`config.mk`:
```
export PLATFORM = sky130hd
export DESIGN_NAME = host_mailbox_port
export DESIGN_NICKNAME = d
export VERILOG_FILES = /design/src/rtl/hmb_pkg.sv /design/src/rtl/hmb_sync.sv /design/src/rtl/hmb_strobe_decode.sv /design/src/rtl/hmb_regs.sv /design/src/rtl/hmb_irq.sv /design/src/rtl/host_mailbox_port.sv
export SDC_FILE = /design/constraint.sdc
export NUM_CORES = 1
export LEC_CHECK = 0
export CAP_MARGIN = 25
export CORE_ASPECT_RATIO = 0.6
export CORE_UTILIZATION = 50
export CTS_CLUSTER_DIAMETER = 60
export DETAILED_ROUTE_END_ITERATION = 7
export DONT_BUFFER_PORTS = 1
export PLACE_DENSITY = 0.64
export SLEW_MARGIN = 5
export SYNTH_ARGS = -nofsm -noshare
export SYNTH_HDL_FRONTEND = slang
export SYNTH_SLANG_ARGS = --single-unit
export TNS_END_PERCENT = 20
```
`constraint.sdc`:
```
create_clock -name clk -period 2 [get_ports clk]
set_input_delay 0.5 -clock clk [delete_from_list [all_inputs] [get_ports clk]]
set_output_delay 0.5 -clock clk [all_outputs]
set_load 0.005 [all_outputs]
```
`src/rtl/hmb_pkg.sv`:
```
package hmb_pkg;
   // status word bit positions (the host decodes these)
   localparam int unsigned ST_RIE  = 7;
   localparam int unsigned ST_TIE  = 6;
   localparam int unsigned ST_DCD  = 5;
   localparam int unsigned ST_RBRK = 4;
   localparam int unsigned ST_DTR  = 3;
   localparam int unsigned ST_SBRK = 2;
   localparam int unsigned ST_RXF  = 1;
   localparam int unsigned ST_TXE  = 0;
   localparam int unsigned ST_W    = 8;
   localparam logic [ST_W-1:0] ST_RESET = 8'h21;

   typedef struct packed {
      logic rd_data;
      logic wr_data;
      logic wr_stat;
   } hmb_evt_t;
endpackage

```
`src/rtl/hmb_sync.sv`:
```
module hmb_sync #(
   parameter int unsigned           W       = 8,
   parameter int unsigned           STAGES  = 2,
   parameter logic [W-1:0]          RST_VAL = '0
) (
   input  logic         clk,
   input  logic         rst_n,
   input  logic [W-1:0] d,
   output logic [W-1:0] q
);
   if (STAGES < 2) begin : g_bad_stages
      $error("hmb_sync: STAGES must be at least 2");
   end

   logic [W-1:0] stg [STAGES];

   always_ff @(posedge clk or negedge rst_n) begin
      if (!rst_n) begin
         for (int i = 0; i < int'(STAGES); i++) stg[i] <= RST_VAL;
      end else begin
         stg[0] <= d;
         for (int i = 1; i < int'(STAGES); i++) stg[i] <= stg[i-1];
      end
   end

   assign q = stg[STAGES-1];
endmodule

```
`src/rtl/hmb_strobe_decode.sv`:
```
module hmb_strobe_decode
   import hmb_pkg::*;
#(
   parameter int unsigned DATA_W      = 8,
   parameter int unsigned SYNC_STAGES = 2
) (
   input  logic              clk,
   input  logic              rst_n,
   input  logic              cs_n,
   input  logic              rd_n,
   input  logic              wr_n,
   input  logic              a0,
   input  logic              ser_sel,
   input  logic [DATA_W-1:0] din,
   output hmb_evt_t          evt,
   output logic [DATA_W-1:0] wdata
);
   localparam int unsigned BW    = DATA_W + 5;
   localparam int unsigned I_CS  = DATA_W + 4;
   localparam int unsigned I_RD  = DATA_W + 3;
   localparam int unsigned I_WR  = DATA_W + 2;
   localparam int unsigned I_A0  = DATA_W + 1;
   localparam int unsigned I_SER = DATA_W;
   localparam logic [BW-1:0] IDLE = {3'b111, 1'b0, 1'b1, {DATA_W{1'b0}}};

   logic [BW-1:0] s_now;
   logic [BW-1:0] s_prev;

   hmb_sync #(.W(BW), .STAGES(SYNC_STAGES), .RST_VAL(IDLE)) i_sync (
      .clk   (clk),
      .rst_n (rst_n),
      .d     ({cs_n, rd_n, wr_n, a0, ser_sel, din}),
      .q     (s_now)
   );

   // one more stage: holds the bus as seen while the strobe was still low
   always_ff @(posedge clk or negedge rst_n) begin
      if (!rst_n) s_prev <= IDLE;
      else        s_prev <= s_now;
   end

   logic sel_ok, rd_rise, wr_rise;
   always_comb begin
      sel_ok  = !s_prev[I_CS] && !s_prev[I_SER];
      rd_rise = !s_prev[I_RD] && s_now[I_RD];
      wr_rise = !s_prev[I_WR] && s_now[I_WR];
      evt.rd_data = sel_ok && rd_rise && !s_prev[I_A0];
      evt.wr_data = sel_ok && wr_rise && !s_prev[I_A0];
      evt.wr_stat = sel_ok && wr_rise &&  s_prev[I_A0];
      wdata       = s_prev[DATA_W-1:0];
   end

   assert_one_read_R7: assert property (@(posedge clk) disable iff (!rst_n)
      evt.rd_data |=> !evt.rd_data);
   assert_one_write_R7: assert property (@(posedge clk) disable iff (!rst_n)
      (evt.wr_data || evt.wr_stat) |=> !(evt.wr_data || evt.wr_stat));
endmodule

```
`src/rtl/hmb_regs.sv`:
```
module hmb_regs
   import hmb_pkg::*;
#(
   parameter int unsigned DATA_W = 8
) (
   input  logic              clk,
   input  logic              rst_n,
   input  hmb_evt_t          evt,
   input  logic [DATA_W-1:0] wdata,
   input  logic              rx_load,
   input  logic [DATA_W-1:0] rx_byte,
   input  logic              tx_take,
   input  logic              dcd_set,
   input  logic              dcd_clr,
   input  logic              rbrk_set,
   input  logic              rbrk_clr,
   output logic [ST_W-1:0]   status,
   output logic [DATA_W-1:0] rx_data,
   output logic [DATA_W-1:0] tx_data,
   output logic              overrun
);
   logic [ST_W-1:0] st;

   always_ff @(posedge clk or negedge rst_n) begin
      if (!rst_n) begin
         st      <= ST_RESET;
         rx_data <= '0;
         tx_data <= '0;
         overrun <= 1'b0;
      end else begin
         // host-owned bits
         if (evt.wr_stat) begin
            st[ST_RIE]  <= wdata[ST_RIE];
            st[ST_TIE]  <= wdata[ST_TIE];
            st[ST_DTR]  <= wdata[ST_DTR];
            st[ST_SBRK] <= wdata[ST_SBRK];
         end
         // controller-owned bits
         if (dcd_set)       st[ST_DCD] <= 1'b1;
         else if (dcd_clr)  st[ST_DCD] <= 1'b0;
         if (rbrk_set)      st[ST_RBRK] <= 1'b1;
         else if (rbrk_clr) st[ST_RBRK] <= 1'b0;
         // receive direction
         if (rx_load) begin
            rx_data   <= rx_byte;
            st[ST_RXF] <= 1'b1;
            if (st[ST_RXF] && !evt.rd_data) overrun <= 1'b1;
         end else if (evt.rd_data) begin
            st[ST_RXF] <= 1'b0;
         end
         // transmit direction
         if (evt.wr_data) begin
            tx_data    <= wdata;
            st[ST_TXE] <= 1'b0;
         end else if (tx_take) begin
            st[ST_TXE] <= 1'b1;
         end
      end
   end

   assign status = st;

   assert_rxf_set_R6: assert property (@(posedge clk) disable iff (!rst_n)
      $rose(st[ST_RXF]) |-> $past(rx_load));
   assert_rxf_clr_R6: assert property (@(posedge clk) disable iff (!rst_n)
      $fell(st[ST_RXF]) |-> $past(evt.rd_data));
   assert_txe_set_R5: assert property (@(posedge clk) disable iff (!rst_n)
      $rose(st[ST_TXE]) |-> $past(tx_take));
   assert_txe_clr_R5: assert property (@(posedge clk) disable iff (!rst_n)
      $fell(st[ST_TXE]) |-> $past(evt.wr_data));
   assert_hw_flags_kept_R4: assert property (@(posedge clk) disable iff (!rst_n)
      (evt.wr_stat && !rx_load && !tx_take && !dcd_set && !dcd_clr && !rbrk_set && !rbrk_clr)
      |=> (st[ST_TXE] == $past(st[ST_TXE])) && (st[ST_RXF] == $past(st[ST_RXF]))
          && (st[ST_DCD] == $past(st[ST_DCD])) && (st[ST_RBRK] == $past(st[ST_RBRK])));
   assert_dcd_owner_R9: assert property (@(posedge clk) disable iff (!rst_n)
      (!dcd_set && !dcd_clr) |=> $stable(st[ST_DCD]));
   assert_ovr_sticky_R10: assert property (@(posedge clk) disable iff (!rst_n)
      overrun |=> overrun);
   assert_ovr_cause_R10: assert property (@(posedge clk) disable iff (!rst_n)
      $rose(overrun) |-> $past(rx_load && st[ST_RXF]));
endmodule

```
`src/rtl/hmb_irq.sv`:
```
module hmb_irq #(
   parameter bit REGISTERED = 1'b0
) (
   input  logic clk,
   input  logic rst_n,
   input  logic rx_ie,
   input  logic tx_ie,
   input  logic rx_full,
   input  logic tx_empty,
   output logic irq_n
);
   logic req;
   assign req = (rx_ie && rx_full) || (tx_ie && tx_empty);

   if (REGISTERED) begin : g_reg
      logic irq_q;
      always_ff @(posedge clk or negedge rst_n) begin
         if (!rst_n) irq_q <= 1'b1;
         else        irq_q <= !req;
      end
      assign irq_n = irq_q;
      assert_irq_lag_R8: assert property (@(posedge clk) disable iff (!rst_n)
         $fell(irq_n) |-> $past(rx_full || tx_empty));
   end else begin : g_comb
      assign irq_n = !req;
      assert_irq_cause_R8: assert property (@(posedge clk) disable iff (!rst_n)
         !irq_n |-> (rx_full || tx_empty));
   end
endmodule

```
`src/rtl/host_mailbox_port.sv`:
```
module host_mailbox_port
   import hmb_pkg::*;
#(
   parameter int unsigned DATA_W         = 8,
   parameter int unsigned SYNC_STAGES    = 2,
   parameter bit          IRQ_REGISTERED = 1'b0
) (
   input  logic              clk,
   input  logic              rst_n,
   input  logic              host_cs_n,
   input  logic              host_rd_n,
   input  logic              host_wr_n,
   input  logic              host_a0,
   input  logic              host_ser_sel,
   input  logic [DATA_W-1:0] host_din,
   output logic [DATA_W-1:0] host_dout,
   output logic              host_irq_n,
   input  logic              rx_load,
   input  logic [DATA_W-1:0] rx_byte,
   input  logic              tx_take,
   output logic [DATA_W-1:0] tx_byte,
   input  logic              dcd_set,
   input  logic              dcd_clr,
   input  logic              rbrk_set,
   input  logic              rbrk_clr,
   output logic              ctl_dtr,
   output logic              ctl_sbrk,
   output logic              rx_full,
   output logic              tx_avail,
   output logic              rx_overrun
);
   if (DATA_W < ST_W) begin : g_bad_width
      $error("host_mailbox_port: DATA_W must be at least 8");
   end
   if (SYNC_STAGES < 2) begin : g_bad_sync
      $error("host_mailbox_port: SYNC_STAGES must be at least 2");
   end

   localparam int unsigned PAD_W = DATA_W - ST_W;

   hmb_evt_t          evt;
   logic [DATA_W-1:0] wdata;
   logic [ST_W-1:0]   status;
   logic [DATA_W-1:0] rx_data;

   hmb_strobe_decode #(.DATA_W(DATA_W), .SYNC_STAGES(SYNC_STAGES)) i_decode (
      .clk     (clk),
      .rst_n   (rst_n),
      .cs_n    (host_cs_n),
      .rd_n    (host_rd_n),
      .wr_n    (host_wr_n),
      .a0      (host_a0),
      .ser_sel (host_ser_sel),
      .din     (host_din),
      .evt     (evt),
      .wdata   (wdata)
   );

   hmb_regs #(.DATA_W(DATA_W)) i_regs (
      .clk      (clk),
      .rst_n    (rst_n),
      .evt      (evt),
      .wdata    (wdata),
      .rx_load  (rx_load),
      .rx_byte  (rx_byte),
      .tx_take  (tx_take),
      .dcd_set  (dcd_set),
      .dcd_clr  (dcd_clr),
      .rbrk_set (rbrk_set),
      .rbrk_clr (rbrk_clr),
      .status   (status),
      .rx_data  (rx_data),
      .tx_data  (tx_byte),
      .overrun  (rx_overrun)
   );

   hmb_irq #(.REGISTERED(IRQ_REGISTERED)) i_irq (
      .clk      (clk),
      .rst_n    (rst_n),
      .rx_ie    (status[ST_RIE]),
      .tx_ie    (status[ST_TIE]),
      .rx_full  (status[ST_RXF]),
      .tx_empty (status[ST_TXE]),
      .irq_n    (host_irq_n)
   );

   logic [DATA_W-1:0] status_wide;
   if (PAD_W > 0) begin : g_pad
      assign status_wide = {{PAD_W{1'b0}}, status};
   end else begin : g_nopad
      assign status_wide = status;
   end

   assign host_dout = host_a0 ? status_wide : rx_data;
   assign ctl_dtr   = status[ST_DTR];
   assign ctl_sbrk  = status[ST_SBRK];
   assign rx_full   = status[ST_RXF];
   assign tx_avail  = !status[ST_TXE];

   assert_host_flags_R2: assert property (@(posedge clk) disable iff (!rst_n)
      (host_cs_n && host_rd_n && host_wr_n && !rx_load && !tx_take
       && $past(host_cs_n && host_rd_n && host_wr_n, SYNC_STAGES + 1))
      |=> $stable(status[ST_DTR]));
endmodule

```
* Word-level counts from Yosys, hierarchy flattened
Cells that the tools add are included. W data, S select, Z words.
Storage, ports and cells: flip-flop bits (word level) 64, bits in latches 0, memory bits (writable) 0, bits in read-only memories 0, bits of input ports 29, output and inout bits 22, word-level logic and storage cells 45, memories kept 0
Operators by class: $add $sub $neg 0, $mul 0, div/mod/pow operators 0, $lt $le $gt $ge 0, eq/ne operators 0, shift operators 0, muxes and demuxes 9, bitwise operators 0, reductions and logical operators 25
Operators with widths (count):
- $logic_and A1 B1 Y1 | 11
- $logic_not A1 Y1 | 8
- $mux W1 | 8
- $mux W8 | 1
- $reduce_bool A2 Y1 | 4
- $reduce_and A2 Y1 | 1
- $logic_or A1 B1 Y1 | 1

* Longest topological paths before layout
Gate-level depths: netlist of the first run.
word-level depth 7, depth in mapped cells 3, depth with buffers taken out 3

* By module
Synthesis of the first run repeated with hierarchy kept, for this count alone.
Unflattened totals: cells, all modules 132, area, all modules 2339.7 µm²
Modules (own cells, without submodules):
- hmb_regs | times used 1, cells an instance 56, area an instance 987.2 µm²
- hmb_sync | times used 1, cells an instance 39, area an instance 758.2 µm²
- hmb_strobe_decode | times used 1, cells an instance 26, area an instance 446.7 µm²
- host_mailbox_port | times used 1, cells an instance 10, area an instance 135.1 µm²
- hmb_irq | times used 1, cells an instance 1, area an instance 12.5 µm²

* Worst setup path after synthesis of the first run
OpenSTA, ideal clock, no wires.
kind input to output, start input host_a0, end output host_dout[0], arrival time 1014 ps, path slack 486 ps, cell stages on the path 2, path through buf_2 mux2_2
Between the ends: word-level cells in the longest chain between the ends 1
Ends and longest elaborated chain:
- start, declared | RTL line host_mailbox_port.sv:13 | input logic host_a0,
- $mux W8 | RTL line host_mailbox_port.sv:94 | assign host_dout = host_a0 ? status_wide : rx_data;
- end, declared | RTL line host_mailbox_port.sv:16 | output logic [DATA_W-1:0] host_dout,
Every way passes these cells.

* Worst setup path after layout of the first run
start register i_regs.st[1], in the netlist i_regs.status[1], end output host_dout[1]
Between the ends: word-level cells in the longest chain between the ends 1
Ends and longest elaborated chain:
- start, declared | RTL line hmb_regs.sv:22 | logic [ST_W-1:0] st;
- start signal, assigned by index | RTL line hmb_regs.sv:33 | st[ST_RIE] <= wdata[ST_RIE];
- start signal, assigned by index | RTL line hmb_regs.sv:34 | st[ST_TIE] <= wdata[ST_TIE];
- start signal, assigned by index | RTL line hmb_regs.sv:35 | st[ST_DTR] <= wdata[ST_DTR];
- $mux W8 | RTL line host_mailbox_port.sv:94
Every way passes these cells.

==> metrics.yaml, run 1 <==
synth:
  synth_sequential_area_ratio_pct: 79.2
  synth_fp_nets: 139
  synth_common_cells: "sky130_fd_sc_hd__dfrtp_1, sky130_fd_sc_hd__mux2_2, sky130_fd_sc_hd__dfstp_2, sky130_fd_sc_hd__inv_1, sky130_fd_sc_hd__a21o_1"
  synth_edf_count: 0
  yosysWarningCount: 0
  synth_area_leaders: "sky130_fd_sc_hd__dfrtp_1, sky130_fd_sc_hd__dfstp_2, sky130_fd_sc_hd__mux2_2, sky130_fd_sc_hd__a21o_1, sky130_fd_sc_hd__inv_1"
  synth.top_cell.area_share_pct: 61.2
  synth_area_per_cell_um2: 18.6
  yosys_cell_types: 14
  syn-cell-area_um2: 2040
  synth_area_leader_cell: "sky130_fd_sc_hd__dfrtp_1"
  postSynth.topFlopCell: "sky130_fd_sc_hd__dfrtp_1"
  synth_cells: 110
  synthMostInstantiatedCell: "sky130_fd_sc_hd__dfrtp_1"
  ys_seq_elements: 64
  ys_async_sr_fraction_pct: 100
timing:
  worst_pin_slew_ns: 0.418
  max_clock_freq_mhz: 644
  setup_repair_after_global_routing_missed_its_margin: "no"
  total_count_of_max_transition_violations_in_the_final_report: 0
  relSlewSlack_pct: 72.1
  finClkSkew_ns: 0.00755
  final_sum_of_negative_setup_slack_ns: 0
  report.final.hold_viol_count: 0
  post-route-period-util_pct: 77.7
  finalSetupViolCount: 0
  layout_min_cycle_time_ns: 1.55
grt:
  grt_overall_usage_pct: 16.7
  antenna_violations_before_repair: 0
  maximum_number_of_pins_on_one_net_before_global_route_repair: 53
  grt_pass1_vias: 887
  grt_first_pass_wirelength_um: 4830
  overflow: 0
status:
  outcome: "complete, but fails checks"
  violations: "DRC"
routing:
  drc: 9
  detailedRoute.firstPassIterationCount: 6
  ant_nets: 0
  postRouteWirelength_um: 3010
  avgRoutedWirePerCell_um: 17.2
  drt_iter0_drc: 65
  number_of_vias_per_cell: 5.26
  total_number_of_vias: 921
final_layout:
  final-seq-area_um2: 1620
  final_nets: 152
  insertedDiodeCount: 0
  final_layout_size_suffix_gt1_share_pct: 44.5
  synthToLayoutAreaGrowth_pct: 13.1
  fill_cells: 291
  area_of_the_multi_input_gates_um2: 399
  post-route-cell-area_um2: 2310
power_and_ir_drop:
  power_frac_clock_pct: 35.2
  power_density_nw_per_um2: 1100
  static-leakage-power_nw: 1.02
  sw_frac_of_total_pct: 21.4
  internal_power_mw: 2.00
  pwr-share-seq_pct: 58.7
  pwr-share-comb_pct: 6.1
  p_switching_mw: 0.546
  ir_worst_vdd_mv: 0.628
setup_path:
  worst_ep_required_time_ns: 1.50
  reg2reg_depth: 3
  setup.reg_to_reg.worst_slack_ns: 0.57
  crit_slowest_cell: "sky130_fd_sc_hd__dfrtp_1"
  reg2reg_to: "i_regs.status[6]"
  worst_path_dominant_cell_family: "flip-flops"
  critPathBufInv: 0
  largest_stage_delay_on_the_critical_path_ns: 0.44
  worstSetupStartpointType: "flop"
  crit_type: "flop to primary output"
  crit_path_max_fanout: 4
  timing.critical_path.to_type: "primary output"
  rr_startpoint: "i_decode.i_sync.q[10]"
  worst-endpoint-arrival_ns: 1.05
  chain_of_cells_forming_the_critical_path: "mux2_2"
clock_network:
  clock_tree.htree_level_count: 3
  cts_sinks: 64
  clock_buffers_created_by_tritoncts: 9
  max-clock-path-buffers: 2
  tritoncts: "built"
  cts_root_buf: "sky130_fd_sc_hd__clkbuf_8"
  cts_resized: 0
  clock_latency_ns: 0.32
  clk_pin_slew_worst_paths_ns: 0.06
placed_design:
  portBuffers: 0
  gp_congestion: 0.725
  placement.cell_area_um2: 2090
  detailed_place_hpwl_um: 1890
hold_path:
  min-delay-path-class: "input port to asynchronous set/reset pin"
floorplan:
  num_rows: 17
  initial_utilization_pct: 54.0
  placeableCoreArea_um2: 3790
  die_w_um: 84.5
  chipHeight_um: 51.5
  die_footprint_um2: 4350
  pin_count: 51
flow_run:
  timing.max_cap.violations: 0
-- per-stage QoR --
stage / worst slack, ns / utilization, % / power (mW) / hold WS [ns] / cells
2_1_floorplan: 0.486 / - / 1.61 / 0.204 / 110
3_3_place_gp: 0.620 / 55.3 / 1.63 / 0.206 / 155
3_5_place_dp: 0.560 / 55.3 / 1.64 / 0.206 / 155
4_1_cts: 0.431 / 60.8 / 2.58 / 0.000242 / 174
5_1_grt: 0.398 / 61.0 / 2.67 / 0.0231 / 175
6_report: 0.447 / 61.0 / 2.55 / 0.0222 / 175
-- per-layer routing --
metal	part of all wire, %	GRT usage, %	vias to the layer above
met4	1.9	11.0	0
met2	45	22.2	38
li1	-	-	399
met1	43	20.7	477
met5	0	0	-
met3	9.8	9.52	7
-- sequential cells by signal, summed over array words and instances, names as in the netlist --
register	flops
i_decode.i_sync.stg	13
i_regs.status	8
i_decode.i_sync.q	13
i_decode.s_prev	13
i_regs.overrun	1
i_regs.tx_data	8
i_regs.rx_data	8
-- cell families (layout without fill, tap and decap cells) --
| kind of cell | count (synthesis) | count (layout) | share of synthesized area [%] |
|---|---|---|---|
| multiplexers | 28 | 28 | 15.4 |
| AND/OR/NAND/NOR | 6 | 6 | 1.96 |
| AO/OA/AOI/OAI | 6 | 6 | 2.14 |
| flip-flops | 64 | 64 | 79.2 |
| buffers and inverters | 6 | 24 | 1.22 |
-- how the worst max path moves through the flow --
stage | slack [ns] | from | cells past startpoint | endpoint
global placement | 0.62 | i_decode.i_sync.q[10] | 3 | i_regs.status[3]
CTS | 0.43 | i_regs.status[1] | 1 | host_dout[1]
floorplan | 0.49 | host_a0 | 2 | host_dout[0]
detailed placement | 0.56 | i_decode.i_sync.q[10] | 3 | i_regs.status[3]
global route | 0.40 | i_regs.status[1] | 1 | host_dout[1]
finish | 0.45 | i_regs.status[1] | 1 | host_dout[1]
-- cell usage in the layout, fill, tap and decap left out --
cell type and count:
sky130_fd_sc_hd__a21o_1 3, sky130_fd_sc_hd__a22oi_1 1, sky130_fd_sc_hd__a31oi_1 1, sky130_fd_sc_hd__buf_16 1, sky130_fd_sc_hd__clkbuf_1 5, sky130_fd_sc_hd__clkbuf_8 10
sky130_fd_sc_hd__clkinv_2 1, sky130_fd_sc_hd__dfrtp_1 50, sky130_fd_sc_hd__dfstp_2 14, sky130_fd_sc_hd__dlygate4sd3_1 3, sky130_fd_sc_hd__inv_1 4, sky130_fd_sc_hd__mux2_2 28
sky130_fd_sc_hd__nand2_2 1, sky130_fd_sc_hd__nand3b_1 1, sky130_fd_sc_hd__nor2_1 2, sky130_fd_sc_hd__nor3b_2 1, sky130_fd_sc_hd__o21a_1 1, sky130_fd_sc_hd__or2_2 1
-- repair_timing --
action,CTS,global route
buffers inserted,0,0
endpoints found under the hold margin,52,9
hold buffers,3,1
-- power groups by stage --
stage | Sequential [mW] | Combinational (mW) | Clock, mW
finish | 1.50 | 0.155 | 0.896
global route | 1.51 | 0.173 | 0.991
CTS | 1.50 | 0.155 | 0.928
detailed placement | 1.52 | 0.123 | 0
global placement | 1.51 | 0.117 | 0
floorplan | 1.49 | 0.115 | 0
-- final cells by class --
class | count | area share, %
clock inverter | 1 | 0.217
inverter | 4 | 0.650
timing repair buffer | 4 | 2.49
tap | 47 | 2.54
sequential | 64 | 70.1
multi-input combinational | 40 | 17.3
clock buffer | 15 | 6.77
(Power assumes the default switching activity.)
==> run 2, diff against run 1 <==
clock period = 1.45 ns   (was 2 ns; I/O delays follow)
==> run 2 against run 1 <==
  * The flow finishes with violations (DRC, hold timing)
  * First-iteration DRC count fell by 45%
  * Final area is 0.38% higher
  * Die area unchanged
  * Flip-flop and latch count is the same
  * Cell count is 2.3% lower
  * Core utilization grew 0.23 points
  * Clock-buffer cell count down 1
  * Via count is 1.3% lower
  * Power increased by 50%
  * Clock skew decreased by 0.0027 ns
  * Critical endpoint is now i_regs.status[2]
  * Largest cell class unchanged
  * Highest routed layer unchanged
==> metrics.yaml, run 2 (same netlist as run 1, synthesis figures left out) <==
floorplan:
  die_w_um: 84.5
  pin_count: 51
  num_rows: 17
  chipHeight_um: 51.5
  initial_utilization_pct: 54.0
  placeableCoreArea_um2: 3790
  die_footprint_um2: 4350
timing:
  worst_pin_slew_ns: 0.243
  max_clock_freq_mhz: 702
  total_count_of_max_transition_violations_in_the_final_report: 0
  timing.final.ws_setup_ns: 0.0247
  finClkSkew_ns: 0.00483
  relSlewSlack_pct: 83.8
  post-route-period-util_pct: 98.3
  report.final.hold_viol_count: 64
  setup_repair_after_global_routing_missed_its_margin: "yes"
  finalSetupViolCount: 0
  final.hold.worst_slack_ns: -0.270
  layout_min_cycle_time_ns: 1.43
clock_network:
  clk_pin_slew_worst_paths_ns: 0.06
  tritoncts: "built"
  clock_latency_ns: 0.32
  cts_setup_buffers: 0
  clock_tree.htree_level_count: 3
  max-clock-path-buffers: 2
  clock_buffers_created_by_tritoncts: 9
  cts_sinks: 64
  cts_root_buf: "sky130_fd_sc_hd__clkbuf_8"
final_layout:
  commonest_cells_after_routing_fill_and_taps_aside: "sky130_fd_sc_hd__dfrtp_1, sky130_fd_sc_hd__mux2_2, sky130_fd_sc_hd__dfstp_2"
  final-instance-count-excl-fill: 171
  area_of_the_multi_input_gates_um2: 409
  fill_cells: 290
  final_nets: 148
  insertedDiodeCount: 0
  final-seq-area_um2: 1620
  final_layout_size_suffix_gt1_share_pct: 48.4
  synthToLayoutAreaGrowth_pct: 13.5
  fin_util_pct: 61.3
  final_common_cell: "sky130_fd_sc_hd__dfrtp_1"
status:
  violations: "DRC, hold timing"
  outcome: "complete, but fails checks"
routing:
  postRouteWirelength_um: 2910
  drt_iter0_drc: 36
  avgRoutedWirePerCell_um: 17.0
  detailedRoute.firstPassIterationCount: 6
  number_of_vias_per_cell: 5.32
  total_number_of_vias: 909
  ant_nets: 0
  drc: 4
placed_design:
  gp_congestion: 0.723
  portBuffers: 0
  place_worst_setup_slack_ns: 0.0209
  dpl.cell_count: 155
  detailed_place_hpwl_um: 1920
grt:
  maximum_number_of_pins_on_one_net_before_global_route_repair: 65
  antenna_violations_before_repair: 0
  grt_overall_usage_pct: 15.8
  grt_pass1_vias: 902
  grt_first_pass_wirelength_um: 4580
  overflow: 0
setup_path:
  crit_path_max_fanout: 4
  largest_stage_delay_on_the_critical_path_ns: 0.54
  crit_slowest_cell: "sky130_fd_sc_hd__dfstp_2"
  crit_type: "flop to flop"
  worst_ep_required_time_ns: 1.66
  worst-endpoint-arrival_ns: 1.63
  chain_of_cells_forming_the_critical_path: "nor3b_4 -> nand3b_1 -> mux2_2"
  timing.critical_path.to_type: "flop"
  reg2reg_depth: 3
  worstSetupStartpointType: "flop"
power_and_ir_drop:
  ir_worst_vdd_mv: 0.945
  fin_total_pwr_mw: 3.81
  power_density_nw_per_um2: 1640
  static-leakage-power_nw: 1.03
flow_run:
  timing.max_cap.violations: 0
hold_path:
  min-delay-path-class: "input port to asynchronous set/reset pin"
==> run 2: cell types whose count changed in the layout (fill, tap and decap cells not counted), sizes merged <==
cell	change
dlygate4sd3	-3
clkbuf	-1
bufinv	+1
buf	-1
==> run 2: cell type report <==
class	instances	share of cell area [%]
Clock inverter	2	1.51
Multi-Input combinational cell	40	17.6
Sequential cell	64	69.8
Clock buffer	14	7.87
Inverter	4	0.647
Tap cell	47	2.54
==> run 2: path summary, 6_finish.rpt <==
check / startpoint / endpoint / slack [ns]
setup / recovery: i_decode.i_sync.q[10] / i_regs.status[2] / 0.02
max in group asynchronous: rst_n / i_decode.s_prev[10] / 1.53
hold reg to reg: i_decode.i_sync.q[9] / i_decode.s_prev[9] / 0.35
hold / removal: rst_n / i_decode.i_sync.stg[13] / -0.27
min in group clk: host_rd_n / i_decode.i_sync.stg[24] / 0.04
setup reg to reg: i_decode.i_sync.q[10] / i_regs.status[2] / 0.02
==> run 2: what timing repair did <==
| item | in CTS | in global routing |
|---|---|---|
| resized for setup | 0 | 2 |
| setup endpoints to repair | 0 | 6 |
| hold endpoints to repair | 64 | 64 |
==> run 2: layer usage <==
metal  track usage (%)  wire (µm)
met3              9.68        263
met4              10.2         51
met1              18.9       1250
met2              21.4       1350
met5                 0          0
==> run 2: power by group <==
| part | internal [mW] | switching (mW) |
|---|---|---|
| logic | 0.117 | 0.0528 |
| registers | 1.96 | 0.103 |
| clock network | 0.980 | 0.592 |
| total | 3.06 | 0.748 |
==> run 2: critical path: cells and delay by family, from the launching register on <==
family           cells  cell delay, ns
multiplexers         1            0.33
flip-flops           1            0.54
AND/OR/NAND/NOR      2            0.43
==> run 2: stage by stage <==
stage	hold slack [ns]	cell area [µm²]	setup TNS, ns
2_1_floorplan	0.0669	2040	0
5_1_grt	-0.305	2320	-0.152
3_5_place_dp	0.0684	2090	0
4_1_cts	-0.291	2310	0
6_report	-0.270	2320	0
3_3_place_gp	0.0681	2090	0
==> run 3, diff against run 2 <==
==> constraint.sdc (replaced) <==
create_clock -name clk -period 1.45 [get_ports clk]
set_input_delay 0.435 -clock clk [delete_from_list [all_inputs] [get_ports clk]]
set_output_delay 0.435 -clock clk [all_outputs]
set_load 0.005 [all_outputs]
==> run 3 against run 2 <==
  * Sequential power about the same
  * Hold slack improved by 0.074 ns
  * Core utilization increased by 0.93 points
  * The run ends with DRC, hold timing, setup timing left
  * First-iteration DRC count rose by 47%
  * Routed wire length rose by 2.4%
  * Maximum frequency decreased by 3.1%
  * Power increased by 0.58%
  * Combinational power increased by 11%
  * Highest routed layer unchanged
  * Register-to-register slack barely moved
  * Global-route usage increased by 0.15 points
  * Flip-flop and latch count is the same
==> metrics.yaml, run 3 (same netlist as run 1, synthesis figures left out) <==
status:
  outcome: "complete, but fails checks"
  violations: "DRC, hold timing, setup timing"
routing:
  number_of_vias_per_cell: 5.30
  drt_iter0_drc: 53
  routed-wl-met3_um: 247
  highest-signal-layer: "met4"
  ant_nets: 0
  total_number_of_vias: 912
  postRouteWirelength_um: 2980
  avgRoutedWirePerCell_um: 17.3
  met2_length_um: 1370
  detailedRoute.firstPassIterationCount: 8
  m1WireLength_um: 1310
  drc: 4
final_layout:
  final-instance-count-excl-fill: 172
  final_layout_size_suffix_gt1_share_pct: 49.6
  final_nets: 149
  fin_util_pct: 62.2
  commonest_cells_after_routing_fill_and_taps_aside: "sky130_fd_sc_hd__dfrtp_1, sky130_fd_sc_hd__mux2_2, sky130_fd_sc_hd__dfstp_2"
  fill_cells: 286
  final_common_cell: "sky130_fd_sc_hd__dfrtp_1"
  synthToLayoutAreaGrowth_pct: 15.2
  insertedDiodeCount: 0
setup_path:
  critPathBufInv: 0
  chain_of_cells_forming_the_critical_path: "mux2_4"
  worst-endpoint-arrival_ns: 1.04
  timing.critical_path.to_type: "primary output"
  reg2reg_to: "i_regs.status[2]"
  crit_slowest_cell: "sky130_fd_sc_hd__dfstp_2"
  crit_type: "flop to primary output"
  worst_ep_required_time_ns: 1.02
  largest_stage_delay_on_the_critical_path_ns: 0.56
  worst_path_dominant_cell_family: "flip-flops"
  worstSetupStartpointType: "flop"
  crit_path_max_fanout: 4
  rr_startpoint: "i_decode.i_sync.q[10]"
  setup.reg_to_reg.worst_slack_ns: 0.02
  reg2reg_depth: 3
timing:
  timing.final.ws_setup_ns: -0.0214
  worst_pin_slew_ns: 0.242
  final.hold.worst_slack_ns: -0.196
  finClkSkew_ns: 0.00512
  final_sum_of_negative_setup_slack_ns: -0.0403
  finalSetupViolCount: 3
  layout_min_cycle_time_ns: 1.47
  total_count_of_max_transition_violations_in_the_final_report: 0
  relSlewSlack_pct: 83.9
  max_clock_freq_mhz: 680
  report.final.hold_viol_count: 64
  setup_repair_after_global_routing_missed_its_margin: "yes"
  post-route-period-util_pct: 101
clock_network:
  max-clock-path-buffers: 2
  tritoncts: "built"
  clock_latency_ns: 0.32
  clock_tree.htree_level_count: 3
  cts_root_buf: "sky130_fd_sc_hd__clkbuf_8"
  clk_pin_slew_worst_paths_ns: 0.06
  cts_sinks: 64
  clock_buffers_created_by_tritoncts: 9
grt:
  overflow: 0
  grt_first_pass_wirelength_um: 4630
  grt_overall_usage_pct: 15.9
  antenna_violations_before_repair: 0
  maximum_number_of_pins_on_one_net_before_global_route_repair: 65
  grt_pass1_vias: 918
flow_run:
  timing.max_cap.violations: 0
hold_path:
  min-delay-path-class: "input port to asynchronous set/reset pin"
floorplan:
  placeableCoreArea_um2: 3790
  die_footprint_um2: 4350
  pin_count: 51
  die_w_um: 84.5
  num_rows: 17
  chipHeight_um: 51.5
  initial_utilization_pct: 54.0
placed_design:
  place_worst_setup_slack_ns: 0.0209
  dpl.cell_count: 155
  detailed_place_hpwl_um: 1920
  portBuffers: 0
  gp_congestion: 0.723
power_and_ir_drop:
  fin_total_pwr_mw: 3.83
  ir_worst_vdd_mv: 0.948
  power_density_nw_per_um2: 1630
  static-leakage-power_nw: 1.06
==> run 3: cell count changes in the layout (fill, tap and decap cells not counted) <==
cell,delta
sky130_fd_sc_hd__dfrtp_1,-1
sky130_fd_sc_hd__buf_4,+1
sky130_fd_sc_hd__dfrtp_2,+1
sky130_fd_sc_hd__mux2_4,+7
sky130_fd_sc_hd__mux2_2,-7
==> run 3: timing repair <==
item / CTS / global route
pin swaps: 0 / 1
hold endpoints to repair: 64 / 64
buffers inserted: 1 / 0
setup endpoints to repair: 7 / 13
resized for setup: 7 / 3
gates cloned: 0 / 0
==> run 3: layer usage <==
| layer | vias to the layer above | GRT usage [%] |
|---|---|---|
| li1 | 391 | - |
| met1 | 480 | 19.3 |
| met2 | 36 | 21.7 |
| met3 | 5 | 9.52 |
| met4 | 0 | 10.2 |
| met5 | - | 0 |
==> run 3: where the power goes <==
group / switching, mW / internal (mW)
sequential: 0.105 / 1.96
clock: 0.593 / 0.980
combinational: 0.0532 / 0.135
==> run 3: area by class of cell <==
| cell class | count | area, µm² | area share [%] |
|---|---|---|---|
| Timing Repair Buffer | 1 | 7.51 | 0.319 |
| Clock buffer | 14 | 183 | 7.76 |
| Clock inverter | 2 | 35.0 | 1.49 |
| Sequential cell | 64 | 1620 | 68.8 |
| Inverter | 4 | 15.0 | 0.638 |
| Multi-Input combinational cell | 40 | 435 | 18.5 |
| Tap cell | 47 | 58.8 | 2.50 |
==> run 3: how the worst max path moves through the flow <==
| stage | startpoint | endpoint | slack, ns | cells after the start |
|---|---|---|---|---|
| 2_1_floorplan | host_a0 | host_dout[0] | 0.07 | 2 |
| 3_3_place_gp | i_decode.i_sync.q[10] | i_regs.status[3] | 0.07 | 3 |
| 3_5_place_dp | i_decode.i_sync.q[10] | i_regs.status[3] | 0.02 | 3 |
| 4_1_cts | i_regs.status[0] | host_dout[0] | -0.05 | 1 |
| 5_1_grt | i_regs.status[0] | host_dout[0] | -0.07 | 1 |
| 6_report | i_regs.status[0] | host_dout[0] | -0.02 | 1 |
==> run 3: per-stage QoR <==
stage | area, µm² | hold slack [ns]
detailed placement | 2090 | 0.141
finish | 2350 | -0.196
global placement | 2090 | 0.141
floorplan | 2040 | 0.139
global route | 2350 | -0.232
CTS | 2340 | -0.218
